$ cat src/rtl/hd_pkg.sv
// Shared encodings for the home directory controller.
// Assumes a 3-bit message kind field on both the input and the output side.
package hd_pkg;

    typedef enum logic [2:0] {
        IN_RD   = 3'd0,
        IN_WR   = 3'd1,
        IN_UPD  = 3'd2,
        IN_ACK  = 3'd3,
        IN_WB   = 3'd4,
        IN_FILL = 3'd5
    } in_kind_e;

    typedef enum logic [2:0] {
        OUT_FWD    = 3'd0,
        OUT_INV    = 3'd1,
        OUT_RDP    = 3'd2,
        OUT_RESP   = 3'd3,
        OUT_DIRENT = 3'd4,
        OUT_FETCH  = 3'd5,
        OUT_MEM    = 3'd6,
        OUT_WFWD   = 3'd7
    } out_kind_e;

    typedef enum logic [3:0] {
        S_IDLE,
        S_DECIDE,
        S_FWD,
        S_MEM,
        S_RESP,
        S_INV,
        S_DIRENT,
        S_RDP,
        S_WFWD,
        S_FETCH,
        S_WAIT
    } ctl_state_e;

endpackage

$ cat src/rtl/hd_dm_table.sv
// Direct-mapped tagged table with NRD combinational read ports and one write port.
// A write allocates: it overwrites whatever line occupied the same index.
// Assumes IDX_W < ADDR_W.
module hd_dm_table #(
    parameter int ADDR_W = 12,
    parameter int IDX_W  = 3,
    parameter int DATA_W = 17,
    parameter int NRD    = 1
) (
    input  logic                    clk,
    input  logic                    rst_n,
    input  logic [NRD*ADDR_W-1:0]   rd_addr,
    output logic [NRD-1:0]          rd_hit,
    output logic [NRD*DATA_W-1:0]   rd_data,
    input  logic                    wr_en,
    input  logic [ADDR_W-1:0]       wr_addr,
    input  logic [DATA_W-1:0]       wr_data
);
    localparam int SETS  = 1 << IDX_W;
    localparam int TAG_W = ADDR_W - IDX_W;

    logic              vld_q [SETS];
    logic [TAG_W-1:0]  tag_q [SETS];
    logic [DATA_W-1:0] dat_q [SETS];

    logic [IDX_W-1:0]  wr_idx;
    assign wr_idx = wr_addr[IDX_W-1:0];

    // Storage update: clear on reset, allocate or rewrite on a write.
    always_ff @(posedge clk) begin
        if (!rst_n) begin
            for (int i = 0; i < SETS; i++) begin
                vld_q[i] <= 1'b0;
                tag_q[i] <= '0;
                dat_q[i] <= '0;
            end
        end else if (wr_en) begin
            vld_q[wr_idx] <= 1'b1;
            tag_q[wr_idx] <= wr_addr[ADDR_W-1:IDX_W];
            dat_q[wr_idx] <= wr_data;
        end
    end

    // One tag compare per read port.
    for (genvar p = 0; p < NRD; p++) begin : g_rd
        logic [ADDR_W-1:0] a;
        logic [IDX_W-1:0]  ix;
        assign a  = rd_addr[p*ADDR_W +: ADDR_W];
        assign ix = a[IDX_W-1:0];
        assign rd_hit[p] = vld_q[ix] && (tag_q[ix] == a[ADDR_W-1:IDX_W]);
        assign rd_data[p*DATA_W +: DATA_W] = dat_q[ix];
    end

endmodule

$ cat src/rtl/hd_lowest_one.sv
// Index of the lowest set bit of a vector; zero when the vector is empty.
// Used to walk sharer sets in ascending core order.
module hd_lowest_one #(
    parameter int W   = 16,
    parameter int IDW = 4
) (
    input  logic [W-1:0]   vec,
    output logic [IDW-1:0] idx
);
    // Scan from the top so that the lowest set bit wins.
    always_comb begin
        idx = '0;
        for (int i = W - 1; i >= 0; i--) begin
            if (vec[i]) idx = IDW'(i);
        end
    end
endmodule

$ cat src/rtl/hd_stall_buf.sv
// One-entry holding register for a request that arrived while its line was busy.
// Assumes the producer never pushes while the entry is full.
module hd_stall_buf #(
    parameter int ADDR_W = 12,
    parameter int CORE_W = 4
) (
    input  logic              clk,
    input  logic              rst_n,
    input  logic              push,
    input  logic              pop,
    input  logic [CORE_W-1:0] push_src,
    input  logic [2:0]        push_kind,
    input  logic [ADDR_W-1:0] push_addr,
    output logic              full,
    output logic [CORE_W-1:0] hold_src,
    output logic [2:0]        hold_kind,
    output logic [ADDR_W-1:0] hold_addr
);
    // Occupancy and payload of the single slot.
    always_ff @(posedge clk) begin
        if (!rst_n) begin
            full      <= 1'b0;
            hold_src  <= '0;
            hold_kind <= '0;
            hold_addr <= '0;
        end else if (push) begin
            full      <= 1'b1;
            hold_src  <= push_src;
            hold_kind <= push_kind;
            hold_addr <= push_addr;
        end else if (pop) begin
            full      <= 1'b0;
        end
    end
endmodule

$ cat src/rtl/hd_home_directory.sv
// Directory controller at a line's default home node.
// Serves one request at a time and emits its outgoing records one per handshake.
// Port 0 of the directory table looks up the held request, port 1 the incoming
// record and port 2 the parked request. Assumes a single requester per record
// and an upper level that always answers a fetch with a fill.
module hd_home_directory
    import hd_pkg::*;
#(
    parameter int ADDR_W    = 12,
    parameter int NCORE     = 16,
    parameter int DIR_IDX_W = 3,
    parameter int FWD_IDX_W = 3,
    localparam int CORE_W   = $clog2(NCORE)
) (
    input  logic              clk,
    input  logic              rst_n,
    input  logic              in_valid,
    output logic              in_ready,
    input  logic [CORE_W-1:0] in_src,
    input  logic [2:0]        in_type,
    input  logic [ADDR_W-1:0] in_addr,
    input  logic [NCORE-1:0]  in_vec,
    output logic              out_valid,
    input  logic              out_ready,
    output logic [2:0]        out_type,
    output logic [CORE_W-1:0] out_dst,
    output logic [CORE_W-1:0] out_req,
    output logic [ADDR_W-1:0] out_addr,
    output logic [NCORE-1:0]  out_vec
);
    localparam int DIR_DW  = NCORE + 1;
    localparam int DIR_NRD = 3;
    localparam logic [NCORE-1:0] ONE = NCORE'(1);

    ctl_state_e        st;
    logic [CORE_W-1:0] r_src;
    logic [2:0]        r_type;
    logic [ADDR_W-1:0] r_addr;
    logic [NCORE-1:0]  r_vec;
    logic [NCORE-1:0]  r_pend;
    logic [CORE_W-1:0] r_prod;

    logic [DIR_NRD-1:0]        dir_hit;
    logic [DIR_NRD*DIR_DW-1:0] dir_data;
    logic                      dir_we;
    logic [ADDR_W-1:0]         dir_waddr;
    logic [DIR_DW-1:0]         dir_wdata;

    logic              fwd_hit;
    logic [CORE_W-1:0] fwd_core;
    logic              fwd_we;
    logic [ADDR_W-1:0] fwd_waddr;
    logic [CORE_W-1:0] fwd_wdata;

    logic              stall_full, stall_push, stall_pop;
    logic [CORE_W-1:0] stall_src;
    logic [2:0]        stall_kind;
    logic [ADDR_W-1:0] stall_addr;

    logic [NCORE-1:0]  low_in;
    logic [CORE_W-1:0] low_idx;

    logic [NCORE-1:0] vec0, vec1;
    logic             busy1, busy2;
    logic             dir_unused;
    logic             in_rdwr, in_busy, replay, acc_in, r_is_rd;
    logic [NCORE-1:0] pend_next;

    assign vec0       = dir_data[NCORE-1:0];
    assign vec1       = dir_data[DIR_DW +: NCORE];
    assign busy1      = dir_data[2*DIR_DW-1];
    assign busy2      = dir_data[3*DIR_DW-1];
    assign dir_unused = ^{dir_data[DIR_DW-1], dir_data[2*DIR_DW +: NCORE]};

    assign in_rdwr   = (in_type == IN_RD) || (in_type == IN_WR);
    assign in_busy   = dir_hit[1] && busy1;
    assign replay    = stall_full && !(dir_hit[2] && busy2);
    assign acc_in    = in_valid && in_ready;
    assign r_is_rd   = (r_type == IN_RD);
    assign pend_next = r_pend & ~(ONE << low_idx);

    hd_dm_table #(.ADDR_W(ADDR_W), .IDX_W(DIR_IDX_W), .DATA_W(DIR_DW), .NRD(DIR_NRD)) u_dir (
        .clk(clk), .rst_n(rst_n),
        .rd_addr({stall_addr, in_addr, r_addr}),
        .rd_hit(dir_hit), .rd_data(dir_data),
        .wr_en(dir_we), .wr_addr(dir_waddr), .wr_data(dir_wdata)
    );

    hd_dm_table #(.ADDR_W(ADDR_W), .IDX_W(FWD_IDX_W), .DATA_W(CORE_W), .NRD(1)) u_fwd (
        .clk(clk), .rst_n(rst_n),
        .rd_addr(r_addr), .rd_hit(fwd_hit), .rd_data(fwd_core),
        .wr_en(fwd_we), .wr_addr(fwd_waddr), .wr_data(fwd_wdata)
    );

    hd_stall_buf #(.ADDR_W(ADDR_W), .CORE_W(CORE_W)) u_stall (
        .clk(clk), .rst_n(rst_n),
        .push(stall_push), .pop(stall_pop),
        .push_src(in_src), .push_kind(in_type), .push_addr(in_addr),
        .full(stall_full),
        .hold_src(stall_src), .hold_kind(stall_kind), .hold_addr(stall_addr)
    );

    assign low_in = (st == S_INV) ? r_pend : r_vec;

    hd_lowest_one #(.W(NCORE), .IDW(CORE_W)) u_low (
        .vec(low_in), .idx(low_idx)
    );

    // Input acceptance: idle takes anything except a second request to a busy
    // line; the fill wait takes only a fill.
    always_comb begin
        in_ready = 1'b0;
        if (st == S_IDLE) begin
            in_ready = !replay && !(in_rdwr && in_busy && stall_full);
        end else if (st == S_WAIT) begin
            in_ready = (in_type == IN_FILL);
        end
    end

    assign stall_push = (st == S_IDLE) && acc_in && in_rdwr && in_busy;
    assign stall_pop  = (st == S_IDLE) && replay;

    // Directory table writes: sharer removal, busy release, fill, read join, write grant.
    always_comb begin
        dir_we    = 1'b0;
        dir_waddr = r_addr;
        dir_wdata = '0;
        unique case (st)
            S_IDLE: begin
                if (acc_in && dir_hit[1] && (in_type == IN_WB)) begin
                    dir_we    = 1'b1;
                    dir_waddr = in_addr;
                    dir_wdata = {busy1, vec1 & ~(ONE << in_src)};
                end else if (acc_in && dir_hit[1] && (in_type == IN_ACK)) begin
                    dir_we    = 1'b1;
                    dir_waddr = in_addr;
                    dir_wdata = {1'b0, vec1};
                end
            end
            S_WAIT: begin
                if (in_valid && (in_type == IN_FILL)) begin
                    dir_we    = 1'b1;
                    dir_wdata = {1'b0, in_vec};
                end
            end
            S_RESP: begin
                dir_we    = out_ready;
                dir_wdata = {1'b0, r_vec | (ONE << r_src)};
            end
            S_DIRENT: begin
                dir_we    = out_ready;
                dir_wdata = {1'b1, ONE << r_src};
            end
            default: ;
        endcase
    end

    // Forwarding table writes: update-home from any core, or write forward re-pointing.
    always_comb begin
        fwd_we    = 1'b0;
        fwd_waddr = r_addr;
        fwd_wdata = r_src;
        if ((st == S_IDLE) && acc_in && (in_type == IN_UPD)) begin
            fwd_we    = 1'b1;
            fwd_waddr = in_addr;
            fwd_wdata = in_src;
        end else if ((st == S_WFWD) && out_ready) begin
            fwd_we    = 1'b1;
        end
    end

    // Sequencer: load a request, classify it, then step through its outputs.
    always_ff @(posedge clk) begin
        if (!rst_n) begin
            st     <= S_IDLE;
            r_src  <= '0;
            r_type <= '0;
            r_addr <= '0;
            r_vec  <= '0;
            r_pend <= '0;
            r_prod <= '0;
        end else begin
            unique case (st)
                S_IDLE: begin
                    if (replay) begin
                        r_src  <= stall_src;
                        r_type <= stall_kind;
                        r_addr <= stall_addr;
                        st     <= S_DECIDE;
                    end else if (acc_in && in_rdwr && !in_busy) begin
                        r_src  <= in_src;
                        r_type <= in_type;
                        r_addr <= in_addr;
                        st     <= S_DECIDE;
                    end
                end
                S_DECIDE: begin
                    r_vec  <= vec0;
                    r_pend <= vec0 & ~(ONE << r_src);
                    r_prod <= fwd_core;
                    if (dir_hit[0]) begin
                        if (vec0 == '0)         st <= S_MEM;
                        else if (r_is_rd)       st <= S_FWD;
                        else if ((vec0 & ~(ONE << r_src)) != '0) st <= S_INV;
                        else                    st <= S_DIRENT;
                    end else if (fwd_hit) begin
                        st <= r_is_rd ? S_RDP : S_WFWD;
                    end else begin
                        st <= S_FETCH;
                    end
                end
                S_FWD:    if (out_ready) st <= S_RESP;
                S_MEM:    if (out_ready) st <= r_is_rd ? S_RESP : S_DIRENT;
                S_INV: begin
                    if (out_ready) begin
                        r_pend <= pend_next;
                        if (pend_next == '0) st <= S_DIRENT;
                    end
                end
                S_RESP, S_DIRENT, S_RDP, S_WFWD: if (out_ready) st <= S_IDLE;
                S_FETCH:  if (out_ready) st <= S_WAIT;
                S_WAIT:   if (in_valid && (in_type == IN_FILL)) st <= S_DECIDE;
                default:  st <= S_IDLE;
            endcase
        end
    end

    // Output record decoded from the sequencer state.
    always_comb begin
        out_valid = 1'b1;
        out_type  = OUT_RESP;
        out_dst   = r_src;
        out_req   = r_src;
        out_addr  = r_addr;
        out_vec   = '0;
        unique case (st)
            S_FWD:    begin out_type = OUT_FWD;    out_dst = low_idx; out_vec = r_vec; end
            S_INV:    begin out_type = OUT_INV;    out_dst = low_idx; out_vec = r_vec; end
            S_DIRENT: begin out_type = OUT_DIRENT; out_vec = r_vec; end
            S_RESP:   out_type = OUT_RESP;
            S_MEM:    out_type = OUT_MEM;
            S_FETCH:  out_type = OUT_FETCH;
            S_RDP:    begin out_type = OUT_RDP;  out_dst = r_prod; end
            S_WFWD:   begin out_type = OUT_WFWD; out_dst = r_prod; end
            default:  out_valid = 1'b0;
        endcase
    end

endmodule

$ cat config.mk
export PLATFORM = sky130hd
export DESIGN_NAME = hd_home_directory
export DESIGN_NICKNAME = d
export VERILOG_FILES = /design/src/rtl/hd_pkg.sv /design/src/rtl/hd_dm_table.sv /design/src/rtl/hd_lowest_one.sv /design/src/rtl/hd_stall_buf.sv /design/src/rtl/hd_home_directory.sv
export SDC_FILE = /design/constraint.sdc
export NUM_CORES = 1
export LEC_CHECK = 0
export BUFFER_PORTS_ARGS = -buffer_cell sky130_fd_sc_hd__buf_2
export CAP_MARGIN = 10
export CORE_ASPECT_RATIO = 1.2
export CORE_MARGIN = 1
export CORE_UTILIZATION = 40
export CTS_CLUSTER_SIZE = 8
export DETAILED_ROUTE_END_ITERATION = 8
export SYNTH_ARGS = -nofsm -noshare
export SYNTH_HDL_FRONTEND = slang
export SYNTH_SLANG_ARGS = --single-unit
$ cat constraint.sdc
create_clock -name clk -period 4.9 [get_ports clk]
set_input_delay 0.245 -clock clk [delete_from_list [all_inputs] [get_ports clk]]
set_output_delay 0.245 -clock clk [all_outputs]
set_load 0.02 [all_outputs]
==> impl_metrics.py <==
metrics = {
    "status": {
        "status": "finished, final reports clean",
    },
    "sta": {
        "fmax_mhz": 237,
        "post-route-period-util_pct": 85.9,
        "post-route-min-period_ns": 4.21,
        "slew_headroom_pct": 26.6,
        "setup-tns-final_ns": 0,
        "hold_viol": 0,
        "tightest_slew_ns": 1.10,
        "finClkSkew_ns": 0.0319,
        "setup-violations-final": 0,
        "slew_viol_final": 0,
        "rsz0062_at_grt": "false",
    },
    "synthesis": {
        "synth_area_leaders": "edfxtp_1 (42%), mux4_2 (12%), dfxtp_1 (9.0%)",
        "ys_warn_count": 0,
        "syn_inst": 1932,
        "synthesis.area_mm2": 0.0224,
        "netlist.area_leader.share_pct": 41.8,
        "synth_cell_types": 79,
        "synthFlopType": "edfxtp_1",
        "synth_edf_count": 312,
        "synthTopCellsByCount": "nor2_1 (441), edfxtp_1 (312), mux2i_1 (164)",
        "yosys.area.top_type": "edfxtp_1",
        "synth_area_per_cell_um2": 11.6,
        "syn_nets": 1971,
        "yosysSeqAreaShare_pct": 50.8,
        "ys_seq_elements": 413,
        "yosys.cell_count.top_type": "nor2_1",
        "synthArstFlopShare_pct": 0,
    },
    "final_layout": {
        "drive_gt1_share_pct": 20.2,
        "fill_cells": 4975,
        "area_growth_pct": 13.8,
        "multiInputGateArea_mm2": 0.0104,
        "regArea_mm2": 0.0114,
        "finalNetCount": 2064,
        "final_cell_area_mm2": 0.0255,
    },
    "setup_path": {
        "cp_common_cell": "nand4_1",
        "path_buf_inv": 1,
        "rrSetupSlack_ns": 0.69,
        "crit_fanout": 26,
        "cp_cell_sequence": "buf_12, mux4_2, mux2i_1, xor2_1, nand4_1, or3_4, o21ai_2, nand4_1, a221oi_2, nor2_1",
        "slowest_stage": "a221oi_2",
        "startpoint_type": "register",
        "worstPathRequired_ns": 5.23,
        "setup.worst_path.end_class": "register",
        "worstPathArrival_ns": 4.54,
        "r2r_cells": 10,
        "worst-setup-path-type": "register to register",
        "crit_family": "compound AO/OA/AOI/OAI gates",
        "r2r_end": "u_dir.dat_q[3][13]",
        "slowest_delay_ns": 0.71,
    },
    "grt": {
        "antenna_found_initial": 1,
        "track_usage_pct": 24.4,
        "gr-total-overflow": 0,
        "grt_max_degree": 53,
        "grt_pass1_wl_um": 105000,
        "grt_pass1_vias": 16800,
    },
    "floorplanning": {
        "io_pins": 80,
        "die_area_mm2": 0.0570,
        "core_mm2": 0.0552,
        "rows": 94,
        "start_util_pct": 40.7,
        "die_x_um": 218,
        "chipHeight_um": 261,
    },
    "clock_network": {
        "cts_tree": "built",
        "cts-root-buf": "clkbuf_16",
        "cts_num_sinks": 413,
        "cts_hold_buf": 0,
        "clk-insertion-delay-late_ns": 0.61,
        "cts_setup_buffers": 0,
        "cts_buffers": 57,
        "path_clk_slew_ns": 0.06,
        "cts_buffer_depth": 3,
        "h-tree-depth": 2,
        "post_cts_resize_count": 0,
    },
    "job": {
        "max_cap_violations": 0,
    },
    "placed_design": {
        "dp_hpwl_um": 47600,
        "gp_congestion": 0.910,
        "place_area_mm2": 0.0239,
        "port-buffer-count": 79,
    },
    "drt": {
        "viasPerCell": 6.03,
        "drt_first_iter_violations": 1687,
        "vias": 16800,
        "routedWlPerCell_um": 25.0,
        "ant_nets": 0,
        "finalWirelength_um": 69700,
        "dr.pass1.iters": 6,
        "drc": 0,
    },
    "pwr": {
        "p_leak_nw": 8.74,
        "peakVddDrop_mv": 0.305,
        "pwr_density_cell_mw_per_mm2": 395,
    },
    "hold_path": {
        "min_path_cells": 3,
        "hp-class": "primary input to register",
        "holdPathEnd": "u_stall.hold_addr[7]",
        "min-delay-start": "in_addr[7]",
    },
}
==> report_power, final <==
group,switching (mW),internal (mW),total [mW],leakage [nW]
logic,1.33,0.791,2.12,3.91
registers,0.305,3.96,4.26,4.04
clock network,1.50,2.19,3.70,0.787
total,3.14,6.94,10.1,8.74
==> cell usage in the layout (no fill, tap or decap), types with 27 or more instances in the layout <==
master and instances:
clkbuf_16 57, buf_2 78, a22oi_1 32, nor2_1 440, dfxtp_1 99, mux2i_1 164, mux4_2 120, nor3_1 37
clkbuf_1 44, a21oi_1 53, a211oi_1 27, nor2b_1 27, nand2_1 122, edfxtp_1 312, buf_4 81, o21ai_0 54
==> per-stage QoR <==
stage / setup WS (ns) / util [%] / std cells / power [mW] / hold slack (ns)
4_1_cts: 0.694 / 46.3 / 2791 / 10.1 / 0.0276
3_3_place_gp: 0.447 / 43.2 / 2686 / 6.40 / 0.426
3_5_place_dp: 0.512 / 43.2 / 2686 / 6.41 / 0.434
5_1_grt: 0.387 / 46.3 / 2791 / 10.4 / 0.0483
2_1_floorplan: 0.872 / - / 1932 / 5.65 / 0.392
6_report: 0.689 / 46.3 / 2792 / 10.1 / 0.0495
==> area by class of cell <==
cell class | count | area share (%)
antenna | 1 | 0.00981
clock buffer | 102 | 6.29
clock inverter | 3 | 0.230
inverter | 13 | 0.191
multi-input combinational | 1378 | 40.9
sequential | 413 | 44.7
tap | 720 | 3.53
timing repair buffer | 162 | 4.15
==> sequential cells by signal (all words and copies together) (netlist names), named ones only <==
signal / flops
r_vec: 16
u_stall.full: 1
r_pend: 16
u_fwd.tag_q: 72
out_req: 4
u_dir.vld_q: 8
st: 4
u_dir.dat_q: 136
r_type: 3
u_stall.hold_kind: 3
u_stall.hold_src: 4
u_fwd.dat_q: 32
u_stall.hold_addr: 12
u_dir.tag_q: 72
u_fwd.vld_q: 8
out_addr: 12
r_prod: 4
==> per-layer routing <==
metal / track usage [%] / share of wire (%) / vias up
li1: - / - / 7460
met1: 32.0 / 41 / 8516
met2: 41.0 / 49 / 715
met3: 2.92 / 6.5 / 155
met4: 9.60 / 3.7 / 2
met5: 0 / 0.019 / -
==> tightest hold or removal path: stages <==
cell,delay [ns]
buf_2,0.17
mux2i_1,0.15
nor2_1,0.05
==> worst max path at each step <==
stage,start,endpoint,slack (ns),cells after the start
detailed placement,in_addr[1],u_dir.tag_q[5][8],0.51,12
finish,register,u_dir.dat_q[3][13],0.69,10
floorplan,register,u_dir.dat_q[4][0],0.87,13
global route,register,u_dir.dat_q[6][13],0.39,10
global placement,in_addr[1],u_dir.tag_q[5][8],0.45,12
CTS,register,u_dir.dat_q[3][13],0.69,10
==> cells by family after synthesis <==
logic type / count (synthesis) / share of synthesized area, %
mux: 301 / 20.7
flops: 413 / 50.8
buf+inv: 141 / 2.84
xor+xnor: 34 / 1.33
compound gates: 275 / 9.03
simple gates: 768 / 15.4
Power figures use the tool's default switching activity.
